### config.mk
export PLATFORM = sky130hd
export DESIGN_NAME = dual_dac_bus_if
export DESIGN_NICKNAME = d
export VERILOG_FILES = /design/src/rtl/dac_load_pkg.sv /design/src/rtl/dac_load_ctrl.sv /design/src/rtl/dac_load_path.sv /design/src/rtl/dual_dac_bus_if.sv
export SDC_FILE = /design/constraint.sdc
export NUM_CORES = 1
export LEC_CHECK = 0
export BUFFER_PORTS_ARGS = -buffer_cell sky130_fd_sc_hd__buf_2
export CAP_MARGIN = 20
export CORE_ASPECT_RATIO = 1.5
export CORE_MARGIN = 4
export CORE_UTILIZATION = 35
export DETAILED_ROUTE_END_ITERATION = 6
export GPL_ROUTABILITY_DRIVEN = 0
export PLACE_DENSITY_LB_ADDON = 0.15
export SKIP_CTS_REPAIR_TIMING = 1
export SLEW_MARGIN = 0
export SYNTH_ARGS = -nofsm -noshare
export SYNTH_HDL_FRONTEND = slang
export SYNTH_SLANG_ARGS = --single-unit
export TNS_END_PERCENT = 30
### constraint.sdc
create_clock -name clk -period 0.8 [get_ports clk]
set_input_delay 0.16 -clock clk [delete_from_list [all_inputs] [get_ports clk]]
set_output_delay 0.16 -clock clk [all_outputs]
set_load 0.02 [all_outputs]
### src/rtl/dac_load_pkg.sv
package dac_load_pkg;
  localparam int NUM_CH = 2;

  typedef struct packed {
    logic [NUM_CH-1:0] loadLo;
    logic [NUM_CH-1:0] loadHi;
    logic              copyOut;
    logic              passThru;
  } loadStrobes_t;
endpackage

### src/rtl/dac_load_ctrl.sv
module dac_load_ctrl
  import dac_load_pkg::*;
#(
  parameter int SEL_W = 1
) (
  input  logic             clrN,
  input  logic [SEL_W-1:0] selChan,
  input  logic             selPiece,
  input  logic             csN,
  input  logic             wrN,
  input  logic             updN,
  output loadStrobes_t     strobes
);
  logic writeLive;
  logic inputEn;

  always_comb begin
    writeLive = clrN & ~wrN;
    inputEn   = writeLive & ~csN;
  end

  for (genvar c = 0; c < NUM_CH; c++) begin : g_dec
    always_comb begin
      strobes.loadLo[c] = inputEn & (selChan == SEL_W'(c)) & ~selPiece;
      strobes.loadHi[c] = inputEn & (selChan == SEL_W'(c)) &  selPiece;
    end
  end

  always_comb begin
    strobes.copyOut  = writeLive & ~updN &  csN;
    strobes.passThru = writeLive & ~updN & ~csN;
  end
endmodule

### src/rtl/dac_load_path.sv
module dac_load_path
  import dac_load_pkg::*;
#(
  parameter int BUS_W  = 8,
  parameter int CODE_W = 12
) (
  input  logic                           clk,
  input  logic                           clrN,
  input  logic [BUS_W-1:0]               dataBus,
  input  loadStrobes_t                   strobes,
  output logic [NUM_CH-1:0][CODE_W-1:0]  inCode,
  output logic [NUM_CH-1:0][CODE_W-1:0]  outCode
);
  localparam int HI_W = CODE_W - BUS_W;

  logic [NUM_CH-1:0][CODE_W-1:0] inNext;

  for (genvar c = 0; c < NUM_CH; c++) begin : g_ch
    always_comb begin
      inNext[c] = inCode[c];
      if (strobes.loadLo[c]) inNext[c][BUS_W-1:0] = dataBus;
      if (strobes.loadHi[c]) inNext[c][CODE_W-1:BUS_W] = dataBus[HI_W-1:0];
    end

    always_ff @(posedge clk or negedge clrN) begin
      if (!clrN) begin
        inCode[c]  <= '0;
        outCode[c] <= '0;
      end else begin
        inCode[c] <= inNext[c];
        if (strobes.passThru)     outCode[c] <= inNext[c];
        else if (strobes.copyOut) outCode[c] <= inCode[c];
      end
    end
  end
endmodule

### src/rtl/dual_dac_bus_if.sv
module dual_dac_bus_if
  import dac_load_pkg::*;
#(
  parameter int BUS_W  = 8,
  parameter int CODE_W = 12
) (
  input  logic              clk,
  input  logic              clrN,
  input  logic [BUS_W-1:0]  dataBus,
  input  logic              selChan,
  input  logic              selPiece,
  input  logic              csN,
  input  logic              wrN,
  input  logic              updN,
  output logic [CODE_W-1:0] codeA,
  output logic [CODE_W-1:0] codeB
);
  loadStrobes_t                  strobes;
  logic [NUM_CH-1:0][CODE_W-1:0] inCode;
  logic [NUM_CH-1:0][CODE_W-1:0] outCode;

  dac_load_ctrl #(.SEL_W(1)) u_ctrl (
    .clrN(clrN), .selChan(selChan), .selPiece(selPiece),
    .csN(csN), .wrN(wrN), .updN(updN), .strobes(strobes)
  );

  dac_load_path #(.BUS_W(BUS_W), .CODE_W(CODE_W)) u_path (
    .clk(clk), .clrN(clrN), .dataBus(dataBus), .strobes(strobes),
    .inCode(inCode), .outCode(outCode)
  );

  assign codeA = outCode[0];
  assign codeB = outCode[1];
endmodule

==> results.txt, run 1 <==
* Run status: finished with violations
* Failing checks: hold timing, setup timing
- Reg2reg path depth: 3
- Share of post-route cells with drive strength above 1: a little over 40%
- Die X-Extent: between 60 and 70 microns
- In this run the clock root is driven by a sky130_fd_sc_hd__clkbuf_8.
- The longest clock path from root to sink contains 2 buffers.
- Highest attainable clock frequency: 980 MHz
- Final setup violating endpoints: just over 60
* Share of the clock period used by the worst path after layout: 127%
- Dominant combinational cell family by area after synthesis: simple AND/OR/NAND/NOR gates
- For this run, the detailed router's first-pass iteration total came to 6.
- Cell class contributing the biggest share of worst-path delay: flip-flops
* Iter 0 DRT Violations: 60
- Initial antenna violation count: 0
* Std-Cell Rows: 33
* Unrepaired setup endpoints after global routing: true
- After synthesis, the largest area contributor takes up approximately three fifths of total cell area.
- Maximum number of pins on one net before global-route repair: between 40 and 50
* Total congestion overflow: 0
* Post-DP HPWL: about 3400 microns
* Path type of the worst setup path: reg -> out
- At the pin with the least slew margin, the transition time is approximately 0.5 ns.
- Clock slew at the register clock pins of the worst setup and hold paths: ~0.090 ns
* CTS sink count: 48
- The completed layout was analyzed and its total power is ~6800 uW.
* Mux share of post-synthesis cell area: 0%
- STA puts the critical path data required time at roughly 0.64 ns.
- Tmin final: about 1 ns
- The worst register-to-register path ends at u_path.outCode[21].
- CP endpoint kind: output port
- Fin. Hold Viols: 39
- Worst-path cell chain: buf_6
- Number of pins exceeding their max-slew limit in the final report: 0
- Summed over all failing endpoints, the final setup total negative slack is -7.69 ns.
- Counting the buffers created by CTS gives 5.
* Cell with the biggest individual delay on the critical path: sky130_fd_sc_hd__dfrtp_1
- Average footprint of a synthesized cell: a little over 10 sq um
* Antenna-violating nets left: 0
* Starting utilization of the core area: between 30% and 40%
- By count the netlist is led by sky130_fd_sc_hd__dfrtp_1 (48), sky130_fd_sc_hd__nor2_1 (25), sky130_fd_sc_hd__a31oi_1 (24), sky130_fd_sc_hd__nand2_1 (24), sky130_fd_sc_hd__nand3_1 (24).
- The number of nets handed over by synthesis was around 200.
- Of the total synthesized cell area, the portion taken by XOR and XNOR cells is 0%.
* Number of buffer and inverter stages on the critical path: 1
* Type of origin of the critical path: flop
- For met3 alone, demand over resource in global routing was under 10%.
- Final Skew: around 0.0063 ns
- Summing the areas of all and, or, nand and nor instances in the mapped netlist gives 19.2% of the synthesized area.
- met2 is the most crowded layer.
- Critical Path AT: 0.86 ns
- Register-to-register path setup slack: roughly 0.03 ns
- Adder-cell share of the synthesized area: 0%
- Clock tree from TritonCTS: built
- Power spread over the standard cell area amounts to 2350 mW/mm^2.
- Wire length of the first global-routing pass: about 7500 microns
- Max-cap viol count: 0
- Yosys warns: 0
- Sequential-to-total area share from yosys stat: about three fifths
* Post-synth EDFFs: 0
- IR analysis of the VDD net gives a maximum drop of approximately 0.0012 V.
- After detailed routing, the number of remaining DRC violations is 0.
* Max-slew headroom: roughly two thirds
- Grt met2 use: a little under a quarter
- Synthesis produced between 150 and 200 cells.
- Critical register-to-register path startpoint: u_path.outCode[21]
- Counting flops with an async set or reset pin after synthesis yields a share of between 90% and 100%.
- Slowest cell delay on critical path: between 0.4 and 0.5 ns
- Dividing the detail-routed wire length by the instance count gives 16.7 microns.
* Final Net Count: ~270
- Flip-flop and latch count after synthesis: 48
- GR Util met1: between 15 and 20%
- Overall fraction of global-route tracks in use: around 15%
* Sum of routed wire length over all layers: roughly 5500 microns
- Input and output buffers added on the ports amount to 38.
- Of all nets on the critical path, the largest fanout is 2.
* Core outline area: about 0.0055 sq mm
* Type of the worst min-delay path: in -> async
* Num ports: 39
* Die Ht: approximately 99 microns
- The area growth from synthesis to layout is 48.1%.
- Number of filler instances in the final layout: between 500 and 600
* Cell taking the most area after synthesis: sky130_fd_sc_hd__dfrtp_1
* Vias per cell: between 5 and 6
- The die covers 0.00686 sq mm.
* Latest clock arrival within the worst-skew pair: approximately 0.30 ns
- In this run the static leakage power is about 0.0013 uW.
- Main synth FF type: sky130_fd_sc_hd__dfrtp_1
* Cell area after synthesis: 0.00195 sq mm
- The via count of the first global-routing pass is around 1600.
- Number of distinct library cells after synthesis: 19
- N_diodes: 0
* Hold Slack: -0.0610 ns
- Summing the areas of all compound-gate instances in the mapped netlist gives roughly 16% of the synthesized area.
- Total number of vias: between 1500 and 2000
- By instance count, the leading cell after synthesis is sky130_fd_sc_hd__dfrtp_1.
- Setup slack on the critical path of the routed design comes to -0.220 ns.
- In this run the number of H-tree levels came out at 2.
- In the post-synthesis netlist, the biggest area contributors are sky130_fd_sc_hd__dfrtp_1 (62%), sky130_fd_sc_hd__a31oi_1 (7.7%), sky130_fd_sc_hd__nand3_1 (6.2%).
[stage by stage]
stage | instances | utilization [%] | cell area, sq um | hold WS (ns) | worst slack (ns)
after floorplan | 189 | - | 1980 | -0.136 | -0.256
after global placement | 304 | 42.9 | 2340 | 0.137 | -0.483
after detailed placement | 304 | 42.9 | 2340 | 0.137 | -0.480
after CTS | 312 | 44.9 | 2450 | -0.192 | -0.241
after global routing | 328 | 53.0 | 2890 | -0.0275 | -0.250
final | 328 | 53.0 | 2890 | -0.0610 | -0.220
[worst max-delay path by stage]
stage                                  start  slack, ns                  to  depth (start not counted)
final                     u_path.outCode[12]      -0.22            codeB[0]                          1
after detailed placement                clrN      -0.48  u_path.outCode[18]                          6
after CTS                 u_path.outCode[12]      -0.24            codeB[0]                          1
after global placement                  clrN      -0.48  u_path.outCode[18]                          6
after global routing       u_path.outCode[5]      -0.25            codeA[5]                          1
after floorplan                          wrN      -0.26   u_path.outCode[0]                          4
[worst reg2reg max path, delay by kind of cell (launching register included)]
kind / cells / cell delay, ns
flip-flops: 1 / 0.40
buffers and inverters: 1 / 0.13
AND/OR/NAND/NOR: 1 / 0.09
AO/OA/AOI/OAI: 1 / 0.04
[kinds of logic after synthesis]
family          Yosys count
compound gates           48
flops                    48
simple gates             81
buf+inv                  12
[power breakdown]
part / switching (uW) / internal, uW / leakage, uW / total, uW
Clock: 821 / 925 / 0.0000541 / 1750
Sequential: 270 / 2910 / 0.000582 / 3180
Combinational: 979 / 882 / 0.000687 / 1860
[state kept, by name (all words and copies together) (netlist names)]
| signal | flops |
|---|---|
| u_path.outCode | 24 |
| u_path.inCode | 24 |
[area by class of cell]
type	count	area (sq um)	area share [%]
multi-input combinational	129	807	27.9
clock buffer	5	68.8	2.38
tap	70	87.6	3.03
clock inverter	3	42.5	1.47
sequential	48	1200	41.6
timing repair buffer	73	683	23.6
[metal layers]
| layer | wire length (microns) | vias to the layer above |
|---|---|---|
| met3 | 253 | 8 |
| met1 | 2340 | 838 |
| li1 | - | 804 |
| met4 | 92 | 0 |
| met2 | 2800 | 52 |
| met5 | 0 | - |
[placed cells by master (no fill, tap or decap)]
cell type / count
sky130_fd_sc_hd__dfrtp_1: 48
sky130_fd_sc_hd__o21ai_1: 6
sky130_fd_sc_hd__and3b_2: 1
sky130_fd_sc_hd__or3b_4: 1
sky130_fd_sc_hd__nor2_2: 2
sky130_fd_sc_hd__buf_8: 3
sky130_fd_sc_hd__nand3_4: 1
sky130_fd_sc_hd__buf_2: 23
sky130_fd_sc_hd__clkinv_2: 1
sky130_fd_sc_hd__buf_4: 18
sky130_fd_sc_hd__nor2_1: 23
sky130_fd_sc_hd__nand2b_2: 1
sky130_fd_sc_hd__nor3b_4: 2
sky130_fd_sc_hd__nand3_2: 1
sky130_fd_sc_hd__nor2b_1: 1
sky130_fd_sc_hd__buf_6: 22
sky130_fd_sc_hd__o21ai_2: 11
sky130_fd_sc_hd__buf_12: 1
sky130_fd_sc_hd__clkbuf_8: 5
sky130_fd_sc_hd__bufinv_16: 1
sky130_fd_sc_hd__clkinvlp_4: 1
sky130_fd_sc_hd__o21ai_4: 7
sky130_fd_sc_hd__nand3_1: 22
sky130_fd_sc_hd__nand3b_1: 1
sky130_fd_sc_hd__clkbuf_16: 4
sky130_fd_sc_hd__dlygate4sd3_1: 2
sky130_fd_sc_hd__or2_4: 1
sky130_fd_sc_hd__a31oi_1: 24
sky130_fd_sc_hd__nand2_1: 24
No activity file was read; power rests on OpenSTA's default activity.
==> run 2: changes to the inputs <==
--- a/config.mk
+++ b/config.mk
@@ -8,7 +8,7 @@
 export BUFFER_PORTS_ARGS = -buffer_cell sky130_fd_sc_hd__buf_2
 export CAP_MARGIN = 20
 export CORE_ASPECT_RATIO = 1.5
-export CORE_MARGIN = 4
+export CORE_MARGIN = 2
 export CORE_UTILIZATION = 35
 export DETAILED_ROUTE_END_ITERATION = 6
 export GPL_ROUTABILITY_DRIVEN = 0
==> results.txt, run 2 (synthesis results as in run 1) <==
- The run finished, with violations left.
* Failing checks: hold timing, setup timing
- Met1 wire length: roughly 2000 microns
- Number of DRC violations after detailed routing: 0
* Number of non-filler instances in the completed layout: about 320
* Vias per cell: ~5.0
- The clock net in this run drives a total of between 40 and 50 sinks.
- VDD sags by at most about 0.0011 V.
- Num ports: 39
* Slowest cell delay on critical path: approximately 0.41 ns
- Across all hold checks on the routed design, the worst slack comes to -0.0372 ns.
* N_diodes: 0
- The first global-routing pass estimated about 7600 microns of wire.
- Required time at the endpoint of the critical path: between 0.6 and 0.7 ns
- The routed layout has 1596 vias.
- Antenna-violating nets left: 0
- The count of endpoints failing hold in the final timing report was 47.
* CP endpoint kind: output port
- Floorplan die area: between 0.006 and 0.007 sq mm
- Measured slew at the worst slew-check pin: around 0.58 ns
* Total power divided by cell area: around 2400 mW/mm^2
- Final Skew: 0.00369 ns
- The kind of cell with the highest combined delay along the critical path is flip-flops.
- Share of the clock period used by the worst path after layout: 127%
* Core outline area: ~0.0054 sq mm
- In this run the tightest slew margin relative to its limit is about three fifths.
* Number of buffer and inverter stages on the critical path: 1
* Instance count after placement with tap cells included: between 300 and 400
- Total congestion overflow: 0
* Sum of routed wire length over all layers: 4520 microns
* Commonest non-fill, non-tap cell in the layout: sky130_fd_sc_hd__dfrtp_1
- Tmin final: 1.01 ns
* Cell with the biggest individual delay on the critical path: sky130_fd_sc_hd__dfrtp_1
- The post-route netlist has 36.9% of its cells at a drive strength greater than 1.
- Walking the worst path, the cells encountered are buf_6.
- Power consumption: ~6400 uW
* Type of origin of the critical path: flop
- Initial antenna violation count: 0
* Number of buffers created by CTS: 5
* Leak Pwr: approximately 0.0012 uW
* First-pass DRT Iterations: 4
- Post-DP HPWL: 3310 microns
* Count of buffers from port buffering: 38
- Type of the worst min-delay path: in -> async
- Clock tree from TritonCTS: built
- Die X-Extent: roughly 65 microns
- After detailed routing, no signal wire sits above met4.
- Relative to the synthesized area, the layout overhead comes to 36.0%.
* Clock root cell: sky130_fd_sc_hd__clkbuf_8
- Max H-tree Level: 2
- Met2 routed wirelength: 2290 microns
- Clk buf depth: 2
* Clock slew at the register clock pins of the worst setup and hold paths: 0.09 ns
- The largest registers in the layout are u_path.inCode: 24 flops, u_path.outCode: 24 flops.
- Entering global routing, the biggest net connects 48 pins.
* Wire length per cell after detailed routing: 14.0 microns
- Number of pins exceeding their max-slew limit in the final report: 0
- For this configuration, the core starts out at a cell density of a little over a third.
- Setup repair after global routing could not meet its margin everywhere.
- Setup violations remaining at the end of the flow were counted as between 50 and 60.
* Total Neg Setup Slack: -6.61 ns
* Max-cap viol count: 0
- For the worst setup path, the data arrival time is around 0.85 ns.
* Die Ht: 95.5 microns
- Row generation in the floorplan step produced 33 rows.
* Path type of the worst setup path: reg -> out
* Number of global-route vias before repair: roughly 1600
* Overall fraction of global-route tracks in use: approximately 16%
- In the layout the commonest cells are sky130_fd_sc_hd__dfrtp_1 (48), sky130_fd_sc_hd__buf_4 (26), sky130_fd_sc_hd__nor2_1 (25), sky130_fd_sc_hd__buf_6 (25).
- The final layout contains between 200 and 300 nets.
* Met3 layer wire length in the routed design: around 170 microns
* Post-Place Worst Slack: -0.488 ns
- In this run, the number of DRC markers left after iteration 0 of detailed routing was between 50 and 60.
- Along the worst path, the maximum fanout reaches 2.
* Latest clock arrival within the worst-skew pair: approximately 0.3 ns
- Final setup slack of the worst path: -0.213 ns
- Highest attainable clock frequency: just under 1000 MHz
-- run 2: changes by cell type in the layout (fill, tap and decap cells not counted), sizes merged --
cell	change
dlygate4sd3	-1
bufinv	-1
clkbuf	-4
-- run 2: layout make-up --
class | instances | area [sq um]
multi-input cells | 129 | 718
well taps | 70 | 87.6
flip-flops and latches | 48 | 1200
fillers | 521 | 2750
clock buffers | 5 | 68.8
clock inverters | 2 | 12.5
repair buffers | 68 | 567
-- run 2: path summary, 6_finish.rpt --
check	cells after the start	end	slack, ns	from
worst max-delay path	1	codeB[2]	-0.21	u_path.outCode[14]
worst min-delay path	2	u_path.inCode[3]	-0.04	clrN
worst max register to register	3	u_path.outCode[16]	0.01	u_path.outCode[16]
worst min register to register	2	u_path.inCode[18]	0.48	u_path.inCode[18]
max in group asynchronous	3	u_path.inCode[15]	0.40	clrN
min in group clk	3	u_path.inCode[18]	0.13	dataBus[6]
-- run 2: where the power goes --
group	total, uW	internal [uW]	switching [uW]	leakage (uW)
logic	1840	906	931	0.000624
clock network	1390	593	794	0.0000400
registers	3170	2910	255	0.000582
-- run 2: metal layers --
| layer | vias up | track usage (%) |
|---|---|---|
| met5 | - | 0 |
| met4 | 0 | 4.26 |
| met3 | 5 | 3.90 |
| met2 | 38 | 27.5 |
| met1 | 764 | 20.2 |
| li1 | 789 | - |
-- run 2: metrics by stage --
step,area (sq um),utilization (%)
after floorplan,1980,-
after global placement,2330,43.1
after detailed placement,2330,43.1
after CTS,2410,44.6
after global routing,2660,49.1
final,2660,49.1
